<file path="config.mk">
export PLATFORM = sky130hd
export DESIGN_NAME = gpio_regbank
export DESIGN_NICKNAME = d
export VERILOG_FILES = /design/src/rtl/gpiobank_pkg.sv /design/src/rtl/gpiobank_wake.sv /design/src/rtl/gpiobank_sync.sv /design/src/rtl/gpiobank_route.sv /design/src/rtl/gpio_regbank.sv
export SDC_FILE = /design/constraint.sdc
export NUM_CORES = 1
export LEC_CHECK = 0
export CORE_MARGIN = 1
export CORE_UTILIZATION = 45
export DETAILED_ROUTE_END_ITERATION = 12
export PLACE_DENSITY = 0.75
export SYNTH_ARGS = -nofsm -noshare
export SYNTH_HDL_FRONTEND = slang
export SYNTH_SLANG_ARGS = --single-unit
</file>
<file path="constraint.sdc">
create_clock -name clk -period 2.9 [get_ports clk]
set_clock_uncertainty 0.15 [all_clocks]
set_input_delay 0.725 -clock clk [delete_from_list [all_inputs] [get_ports clk]]
set_output_delay 0.725 -clock clk [all_outputs]
set_load 0.1 [all_outputs]
</file>
<file path="src/rtl/gpiobank_pkg.sv">
package gpiobank_pkg;
  localparam int unsigned DW = 32;

  localparam logic [7:0] OFS_DIR   = 8'h00;
  localparam logic [7:0] OFS_LVL   = 8'h04;
  localparam logic [7:0] OFS_SET   = 8'h08;
  localparam logic [7:0] OFS_CLR   = 8'h0C;
  localparam logic [7:0] OFS_SENSE = 8'h10;
  localparam logic [7:0] OFS_READY = 8'h14;
  localparam logic [7:0] OFS_SRC   = 8'h18;

  typedef enum logic [1:0] {
    SRC_SER = 2'b00,
    SRC_PWM = 2'b01,
    SRC_SW  = 2'b10,
    SRC_SW2 = 2'b11
  } pin_src_e;

  typedef enum logic [1:0] {
    LVL_KEEP = 2'b00,
    LVL_LOAD = 2'b01,
    LVL_RAISE = 2'b10,
    LVL_DROP = 2'b11
  } lvl_op_e;

  // Next value of the level register for one bus operation.
  function automatic logic [DW-1:0] lvl_next(input logic [DW-1:0] cur,
                                             input logic [DW-1:0] wd,
                                             input lvl_op_e op);
    case (op)
      LVL_LOAD:  return wd;
      LVL_RAISE: return cur | wd;
      LVL_DROP:  return cur & ~wd;
      default:   return cur;
    endcase
  endfunction
endpackage

</file>
<file path="src/rtl/gpiobank_wake.sv">
module gpiobank_wake #(
  parameter int unsigned READY_DLY = 4
) (
  input  logic clk,
  input  logic rst_n,
  input  logic hold,
  output logic ready_o
);
  localparam int unsigned CW = $clog2(READY_DLY + 1);
  localparam logic [CW-1:0] CNT_TOP = CW'(READY_DLY);

  logic [CW-1:0] cnt_q;

  always_ff @(posedge clk or negedge rst_n) begin
    if (!rst_n)              cnt_q <= '0;
    else if (hold)           cnt_q <= '0;
    else if (cnt_q != CNT_TOP) cnt_q <= cnt_q + 1'b1;
  end

  assign ready_o = (cnt_q == CNT_TOP);


  ready_low_in_hold_chk: assert property (@(posedge clk) disable iff (!rst_n)
    hold |=> !ready_o);

  ready_rise_after_free_chk: assert property (@(posedge clk) disable iff (!rst_n)
    $rose(ready_o) |-> $past(!hold));

  ready_sticky_chk: assert property (@(posedge clk) disable iff (!rst_n)
    (ready_o && !hold) |=> ready_o);
endmodule

</file>
<file path="src/rtl/gpiobank_sync.sv">
module gpiobank_sync #(
  parameter int unsigned NP = 32
) (
  input  logic          clk,
  input  logic          rst_n,
  input  logic          hold,
  input  logic [NP-1:0] raw_i,
  output logic [NP-1:0] sense_o
);
  logic [NP-1:0] s1_q, s2_q;

  always_ff @(posedge clk or negedge rst_n) begin
    if (!rst_n) begin
      s1_q <= '0;
      s2_q <= '0;
    end else if (hold) begin
      s1_q <= '0;
      s2_q <= '0;
    end else begin
      s1_q <= raw_i;
      s2_q <= s1_q;
    end
  end

  assign sense_o = s2_q;
endmodule

</file>
<file path="src/rtl/gpiobank_route.sv">
module gpiobank_route
  import gpiobank_pkg::*;
#(
  parameter int unsigned NP = 32,
  parameter int unsigned FP = 16
) (
  input  logic [NP-1:0]   oe_i,
  input  logic [NP-1:0]   lvl_i,
  input  logic [FP-1:0]   ser_i,
  input  logic [FP-1:0]   pwm_i,
  input  logic [2*FP-1:0] src_i,
  output logic [NP-1:0]   pad_o
);
  for (genvar k = 0; k < NP; k++) begin : g_pin
    logic drv;
    if (k < FP) begin : g_sel
      pin_src_e code;
      assign code = pin_src_e'(src_i[2*k +: 2]);
      always_comb begin
        case (code)
          SRC_SER: drv = ser_i[k];
          SRC_PWM: drv = pwm_i[k];
          default: drv = lvl_i[k];
        endcase
      end
    end else begin : g_fixed
      assign drv = lvl_i[k];
    end
    assign pad_o[k] = oe_i[k] & drv;
  end
endmodule

</file>
<file path="src/rtl/gpio_regbank.sv">
module gpio_regbank
  import gpiobank_pkg::*;
#(
  parameter int unsigned NPINS     = 32,
  parameter int unsigned SEL_PINS  = 16,
  parameter int unsigned READY_DLY = 4
) (
  input  logic                clk,
  input  logic                rst_n,
  input  logic                bank_hold,
  input  logic                bus_wr,
  input  logic [7:0]          bus_addr,
  input  logic [DW-1:0]       bus_wdata,
  output logic [DW-1:0]       bus_rdata,
  input  logic [SEL_PINS-1:0] ser_tx_i,
  input  logic [SEL_PINS-1:0] pwm_i,
  input  logic [NPINS-1:0]    pad_in,
  output logic [NPINS-1:0]    pad_out,
  output logic [NPINS-1:0]    pad_oe
);
  localparam int unsigned SW = 2 * SEL_PINS;

  logic [NPINS-1:0] dir_q, lvl_q, sense;
  logic [SW-1:0]    src_q;
  logic             ready;
  logic             wr_accept;
  lvl_op_e          lvl_op;
  logic [DW-1:0]    lvl_nx_full;

  gpiobank_wake #(.READY_DLY(READY_DLY)) u_wake (
    .clk(clk), .rst_n(rst_n), .hold(bank_hold), .ready_o(ready)
  );

  gpiobank_sync #(.NP(NPINS)) u_sync (
    .clk(clk), .rst_n(rst_n), .hold(bank_hold), .raw_i(pad_in), .sense_o(sense)
  );

  gpiobank_route #(.NP(NPINS), .FP(SEL_PINS)) u_route (
    .oe_i(dir_q), .lvl_i(lvl_q), .ser_i(ser_tx_i), .pwm_i(pwm_i),
    .src_i(src_q), .pad_o(pad_out)
  );

  assign pad_oe    = dir_q;
  assign wr_accept = bus_wr & ready & ~bank_hold;

  always_comb begin
    lvl_op = LVL_KEEP;
    if (wr_accept) begin
      case (bus_addr)
        OFS_LVL: lvl_op = LVL_LOAD;
        OFS_SET: lvl_op = LVL_RAISE;
        OFS_CLR: lvl_op = LVL_DROP;
        default: lvl_op = LVL_KEEP;
      endcase
    end
  end

  assign lvl_nx_full = lvl_next(DW'(lvl_q), bus_wdata, lvl_op);

  always_ff @(posedge clk or negedge rst_n) begin
    if (!rst_n) begin
      dir_q <= '0;
      lvl_q <= '0;
      src_q <= '0;
    end else if (bank_hold) begin
      dir_q <= '0;
      lvl_q <= '0;
      src_q <= '0;
    end else begin
      lvl_q <= lvl_nx_full[NPINS-1:0];
      if (wr_accept && bus_addr == OFS_DIR) dir_q <= bus_wdata[NPINS-1:0];
      if (wr_accept && bus_addr == OFS_SRC) src_q <= bus_wdata[SW-1:0];
    end
  end

  always_comb begin
    case (bus_addr)
      OFS_DIR:   bus_rdata = DW'(dir_q);
      OFS_LVL:   bus_rdata = DW'(lvl_q);
      OFS_SENSE: bus_rdata = DW'(sense);
      OFS_READY: bus_rdata = DW'(ready);
      OFS_SRC:   bus_rdata = DW'(src_q);
      default:   bus_rdata = '0;
    endcase
  end


  hold_clears_regs_chk: assert property (@(posedge clk) disable iff (!rst_n)
    bank_hold |=> (dir_q == '0 && lvl_q == '0 && src_q == '0));

  hold_pads_off_chk: assert property (@(posedge clk) disable iff (!rst_n)
    bank_hold |=> (pad_oe == '0));

  idle_keeps_regs_chk: assert property (@(posedge clk) disable iff (!rst_n)
    (!wr_accept && !bank_hold) |=> ($stable(dir_q) && $stable(lvl_q) && $stable(src_q)));

  set_alias_chk: assert property (@(posedge clk) disable iff (!rst_n)
    (wr_accept && bus_addr == OFS_SET) |=>
      (lvl_q == ($past(lvl_q) | $past(bus_wdata[NPINS-1:0]))));

  clr_alias_chk: assert property (@(posedge clk) disable iff (!rst_n)
    (wr_accept && bus_addr == OFS_CLR) |=>
      (lvl_q == ($past(lvl_q) & ~$past(bus_wdata[NPINS-1:0]))));
endmodule

</file>
**Word level (Yosys, flattened, before mapping)**

Index checks and enable logic that the tools add are counted.

- Word-level logic and storage cells: 124
- Input bits: 108
- Output and inout bits: 96
- Flip-flop bits (word level): 163

- Reduce and logical (&&, ||, !) cells: 23
- Bitwise logic cells: 38
- Muxes and demuxes: 29
- Equal/unequal tests: 27
- Add/sub/neg operators: 1

Operators with widths:

| kind | number |
|---|---|
| 32-bit 2-to-1 mux | 7 |
| 32-bit one-hot mux with 5 select lines | 1 |
| 32-bit one-hot mux with 3 select lines | 1 |
| 1-bit AND | 34 |
| 2-bit by 1-bit == test with 1-bit output (second input constant) | 17 |
| 32-bit AND | 1 |
| 2-bit zero test | 16 |
| 32-bit inverter | 1 |
| 32-bit bitwise OR | 1 |
| 1-bit one-hot mux with 2 select lines | 16 |
| 8-bit by 5-bit == test with 1-bit output (second input constant) | 3 |
| 8-bit by 4-bit == test with 1-bit output (second input constant) | 2 |
| 8-bit by 3-bit == test with 1-bit output (second input constant) | 1 |
| 8-bit zero test | 1 |
| 3-bit 2-to-1 mux | 2 |
| 2-bit one-hot mux with 3 select lines | 1 |
| 2-bit nonzero test | 3 |
| 2-bit == test (second input constant) | 2 |
| 4-bit nonzero test | 1 |
| 3-bit by 1-bit adder with 3-bit output (second input constant) | 1 |
| 3-bit == test (second input constant) | 1 |
| 3-bit inequality test (second input constant) | 1 |
| 1-bit logical AND | 2 |
| 2-bit 2-to-1 mux | 1 |
| 1-bit inverter | 1 |

**Depth between registers and ports, before layout**

- Depth in word-level cells: 7
- Gate-level depth with buffers: 8
- Mapped depth without buffers: 6

**Hierarchy**

A second synthesis with hierarchy kept.

- Cell total of the unflattened synthesis: 773
- Area total of the unflattened synthesis: 8459.4 um^2

Modules (own cells, without submodules):

| module | area each (um^2) | times used | seq. area each (um^2) | cells an instance |
|---|---|---|---|---|
| gpio_regbank | 5504.0 | 1 | 2402.3 | 557 |
| gpiobank_sync | 2238.4 | 1 | 1601.5 | 135 |
| gpiobank_route | 540.5 | 1 | 0.0 | 64 |
| gpiobank_wake | 176.4 | 1 | 75.1 | 17 |

**Worst setup path after synthesis**

OpenSTA, ideal clock, no wires.

- Path type: input port to output port
- Start point: input port bus_addr[2]
- End point: output port bus_rdata[18]
- Required time: 2025 ps
- Path buffers: 2
- Stages: 5
- Setup slack: -1722 ps
- Arrival: 3747 ps
- Path through: buf_2 nor4_4 clkbuf_1 a22oi_1 o21ai_0

- Cells in the longest elaborated chain, start to end: 2
- Elaborated cells between the ends (all ways): 6
- Those cells by class: 4 x eq/ne; 1 x mux; 1 x reduce/logical

Ends and longest elaborated chain:

| element | RTL line | source |
|---|---|---|
| start: declaration | gpio_regbank.sv:12 | `input logic [7:0] bus_addr,` |
| 8-bit by 5-bit == test with 1-bit output, or another cell as far along | gpio_regbank.sv:77 | `case (bus_addr)` |
| 32-bit one-hot mux with 5 select lines (*) | gpio_regbank.sv:77 |  |
| end: declaration | gpio_regbank.sv:14 | `output logic [DW-1:0] bus_rdata,` |

Every way passes the cells marked *; elsewhere a longest branch is shown, timed or not.

**Worst setup path after layout**

- Start point: input port bus_addr[6]
- End point: output port bus_rdata[14]

The elaborated chain is that of the path after synthesis.

==> tab_implementation.tex <==
\begin{tabular}{lr}
\hline
Metric & Value \\
\hline
\multicolumn{2}{l}{\textbf{Status}} \\
\quad Status & complete, but fails checks \\
\quad Failing checks & negative setup slack \\
\multicolumn{2}{l}{\textbf{Clock tree}} \\
\quad Clock-pin slew of the registers on the worst-case setup and hold paths & 0.07 ns \\
\quad Total number of H-tree levels & 4 \\
\quad Number of clock sinks & 163 \\
\quad Hold bufs inserted after CTS & 0 \\
\quad Max Root-Sink Buffers & 2 \\
\quad Number of buffers created by CTS & 17 \\
\quad Library cell used as clock root buffer & sky130\_fd\_sc\_hd\_\_clkbuf\_16 \\
\quad Clock insertion delay at the later pin of the skew report & 0.43 ns \\
\quad TritonCTS clock tree & yes \\
\multicolumn{2}{l}{\textbf{Finish}} \\
\quad Ant. Diodes & 0 \\
\quad Layout overhead on the synthesized area & 58.8\% \\
\quad Area of the multi-input gates & approximately 0.0037 mm\^{}2 \\
\quad Filler Cell Count & 1051 \\
\quad Share of final-layout standard cells stronger than drive strength 1 & 28.3\% \\
\quad Sequential standard cell area & $\sim$0.0041 mm\^{}2 \\
\quad Nets@finish & around 1.1k \\
\quad Post-route non-filler standard cell count & 1218 \\
\multicolumn{2}{l}{\textbf{Global route}} \\
\quad First-pass GRT wire length & between 30000 and 40000 um \\
\quad Antenna violations before repair & 0 \\
\quad M2 GR Usage & 51.2\% \\
\quad Met3 GRT Util & 6.23\% \\
\quad Final global-route overflow total & 0 \\
\quad Global-route usage over all layers & 30.6\% \\
\quad M1 GR Usage & 39.3\% \\
\quad Largest net degree at the start of global routing & 68 \\
\quad Grt peak-use layer & met2 \\
\quad Vias in the first global route & 6827 \\
\multicolumn{2}{l}{\textbf{Route}} \\
\quad Drt via density & approximately 5.7 \\
\quad Count of antenna-violating nets left after detailed routing & 0 \\
\quad Vias post-DR & 6921 \\
\quad Wire per inst & 20.6 um \\
\quad Iteration-0 DRC count of the detailed router & roughly 510 \\
\quad \# DRC & 0 \\
\quad Pre-antenna DRT Iters & 5 \\
\quad Detailed-route wire length & around 25000 um \\
\multicolumn{2}{l}{\textbf{Floorplan}} \\
\quad Initial core utilization & 46.5\% \\
\quad Total number of placement rows & 46 \\
\quad Die footprint & 0.0171 mm\^{}2 \\
\quad Top-Level Pins & between 200 and 250 \\
\quad Overall die height & 131 um \\
\quad Core Region & between 0.015 and 0.02 mm\^{}2 \\
\quad Horizontal die dimension & 131 um \\
\multicolumn{2}{l}{\textbf{STA}} \\
\quad Transition time at the pin with the least slew margin & about 0.7 ns \\
\quad Rel. slew slack & a little over half \\
\quad Max Freq & roughly 330 MHz \\
\quad Final critical path time including I/O delays and setup & 3.02 ns \\
\quad Total count of hold-check failures in the final report & 0 \\
\quad Final setup vio count & 32 \\
\quad Unrepaired setup endpoints after global routing & yes \\
\quad Tcrit/Tclk final & 104\% \\
\quad Smallest setup slack after layout & -0.117 ns \\
\quad Max-slew violation count & 0 \\
\quad Total negative slack for setup checks & -2.88 ns \\
\multicolumn{2}{l}{\textbf{Worst hold path}} \\
\quad Type of the worst min-delay path & in -> async \\
\multicolumn{2}{l}{\textbf{Place}} \\
\quad Placer Congestion & 0.854 \\
\quad Port bufs & 203 \\
\quad HPWL reported at the end of detailed placement & 16900 um \\
\quad Cells after DPL & 1171 \\
\multicolumn{2}{l}{\textbf{Setup path}} \\
\quad Cell-by-cell listing of the critical path & buf\_8 -> nor4b\_4 -> and3\_4 -> buf\_12 -> buf\_8 -> a22oi\_2 -> o21ai\_4 -> buf\_12 \\
\quad Worst setup path category & in -> out \\
\quad Largest incremental delay on the critical path & slightly below 0.4 ns \\
\quad Required time of the worst setup path & 2.03 ns \\
\quad Worst Path Arrival & 2.14 ns \\
\quad Internal reg-to-reg setup slack & 0.67 ns \\
\quad Critical-path maximum fanout & 6 \\
\quad Critical path startpoint category & input pin \\
\quad Slowest stage cell, crit path & sky130\_fd\_sc\_hd\_\_nor4b\_4 \\
\quad Total buffers and inverters traversed by the critical path & 4 \\
\quad Family of cells with the greatest summed delay on the critical path & simple AND/OR/NAND/NOR gates \\
\quad Nature of the critical path endpoint & output port \\
\multicolumn{2}{l}{\textbf{Logic synthesis}} \\
\quad Area of the mapped netlist & 0.00746 mm\^{}2 \\
\quad Post-Synthesis Net Count & approximately 860 \\
\quad Fraction of synthesis flops using an asynchronous set or reset pin & 100\% \\
\quad Portion of the post-synthesis area used by sequential elements & 54.7\% \\
\quad Prevailing post-synth register cell & sky130\_fd\_sc\_hd\_\_dfrtp\_1 \\
\quad Synth Area per Inst & 9.91 um\^{}2 \\
\quad Synthesis-stage register bit count & about 160 \\
\quad Post-synth EDFFs & 0 \\
\quad Unique cell type count in the Yosys netlist & 31 \\
\quad Warnings, synthesis & 0 \\
\quad Gate count after technology mapping & 753 \\
\multicolumn{2}{l}{\textbf{Run}} \\
\quad Max capacitance violation total & 0 \\
\multicolumn{2}{l}{\textbf{Power}} \\
\quad Worst supply voltage drop on vdd & approximately 460 uV \\
\quad Leakage power & 4.90 nW \\
\quad Power per cell area & 418 mW/mm\^{}2 \\
\hline
\end{tabular}
## synthesized netlist by cell type (3+ instances only)
library cell	count	area, um^2
sky130_fd_sc_hd__nand3_1	3	15.0
sky130_fd_sc_hd__o21ai_0	110	551
sky130_fd_sc_hd__dfrtp_1	163	4080
sky130_fd_sc_hd__a21oi_1	33	165
sky130_fd_sc_hd__buf_2	18	90.1
sky130_fd_sc_hd__nand2_1	118	443
sky130_fd_sc_hd__nand2b_1	34	213
sky130_fd_sc_hd__a22oi_1	62	465
sky130_fd_sc_hd__nor3_1	3	15.0
sky130_fd_sc_hd__a22o_1	32	280
sky130_fd_sc_hd__and2_1	34	213
sky130_fd_sc_hd__mux2i_1	17	170
sky130_fd_sc_hd__nor2b_1	65	407
sky130_fd_sc_hd__clkbuf_1	31	116
sky130_fd_sc_hd__nor2_1	5	18.8
sky130_fd_sc_hd__and3_1	3	18.8
sky130_fd_sc_hd__buf_4	3	22.5
## metrics by stage
| stage | area (um^2) | total power [W] | util (%) | setup WS [ns] | hold slack (ns) |
|---|---|---|---|---|---|
| floorplan | 7840 | 0.00250 | - | -0.136 | 0.279 |
| global placement | 10800 | 0.00278 | 67.2 | -0.495 | 0.291 |
| detailed placement | 10800 | 0.00279 | 67.2 | -0.535 | 0.296 |
| CTS | 11800 | 0.00498 | 73.7 | -0.123 | 0.128 |
| global route | 11800 | 0.00513 | 73.8 | -0.148 | 0.141 |
| finish | 11800 | 0.00495 | 73.8 | -0.117 | 0.103 |
## final cells by class
cell class,count,area share [%]
Inverter,2,0.0634
Timing Repair Buffer,272,27.0
Clock buffer,18,3.62
Clock inverter,13,1.18
Sequential cell,163,34.4
Tap cell,216,2.28
Multi-Input combinational cell,534,31.4
## power breakdown
part           internal [W]  leakage, nW  switching [W]  total [W]
Combinational      0.000223         2.40       0.000205   0.000428
Sequential          0.00232         2.22      0.0000197    0.00234
Clock               0.00121        0.281       0.000978    0.00219
Total               0.00375         4.90        0.00120    0.00495
## metal layers
metal,routed length (um),share of wire [%],vias up
met3,1730,6.9,66
met4,852,3.4,0
met1,10100,40,3416
li1,-,-,3110
met2,12500,50,329
met5,0,0,-
## final timing paths
kind	from	end	depth (start not counted)
worst max-delay path	bus_addr[6]	bus_rdata[14]	8
worst max register to register	u_wake.cnt_q[0]$_DFFE_PN0P_	lvl_q[20]$_DFFE_PN0P_	7
worst min register to register	u_sync.s1_q[8]$_DFF_PN0_	u_sync.sense_o[8]$_DFF_PN0_	1
max in group asynchronous	rst_n	pad_oe[16]$_DFFE_PN0P_	2
worst min-delay path	rst_n	u_sync.s1_q[28]$_DFF_PN0_	1
min in group clk	u_sync.s1_q[8]$_DFF_PN0_	u_sync.sense_o[8]$_DFF_PN0_	1
## logic make-up (layout without fill, tap and decap cells)
logic type	after synthesis	after routing	synth area share [%]
xor+xnor	2	2	0.235
fa+ha+maj	2	2	0.335
buf+inv	56	305	3.30
compound gates	241	241	20.0
mux	17	17	2.28
flops	163	163	54.7
simple gates	272	272	19.2
## timing repair
| item | 4_1_cts | 5_1_grt |
|---|---|---|
| gates resized for setup | 92 | 16 |
| pin swaps | 20 | 16 |
| setup endpoints to repair | 32 | 32 |
| gates cloned | 4 | 2 |
| buffers inserted | 8 | 5 |
## registers in the layout (all words and copies together) (netlist names)
name,count
u_wake.cnt_q,3
src_q,32
u_sync.sense_o,32
u_sync.s1_q,32
pad_oe,32
lvl_q,32
## layout by cell type, fill, tap and decap left out, types with 3 or more instances in the layout
cell / Yosys / final
sky130_fd_sc_hd__mux2i_1: 17 / 17
sky130_fd_sc_hd__o21ai_0: 110 / 79
sky130_fd_sc_hd__nand3_1: 3 / 3
sky130_fd_sc_hd__clkdlybuf4s50_1: 0 / 97
sky130_fd_sc_hd__a22o_1: 32 / 32
sky130_fd_sc_hd__buf_12: 0 / 67
sky130_fd_sc_hd__buf_4: 3 / 89
sky130_fd_sc_hd__a21oi_1: 33 / 33
sky130_fd_sc_hd__buf_6: 0 / 9
sky130_fd_sc_hd__dfrtp_1: 163 / 163
sky130_fd_sc_hd__a22oi_1: 62 / 29
sky130_fd_sc_hd__clkbuf_16: 0 / 18
sky130_fd_sc_hd__and2_1: 34 / 32
sky130_fd_sc_hd__a22oi_2: 0 / 33
sky130_fd_sc_hd__buf_2: 18 / 3
sky130_fd_sc_hd__buf_8: 0 / 3
sky130_fd_sc_hd__o21ai_4: 0 / 31
sky130_fd_sc_hd__nand2_1: 118 / 116
sky130_fd_sc_hd__nand2b_1: 34 / 33
sky130_fd_sc_hd__nor2b_1: 65 / 65
sky130_fd_sc_hd__clkinv_4: 0 / 4
sky130_fd_sc_hd__nor2_1: 5 / 4
sky130_fd_sc_hd__inv_6: 0 / 6
Note: power is estimated with default switching activity, not from simulation.
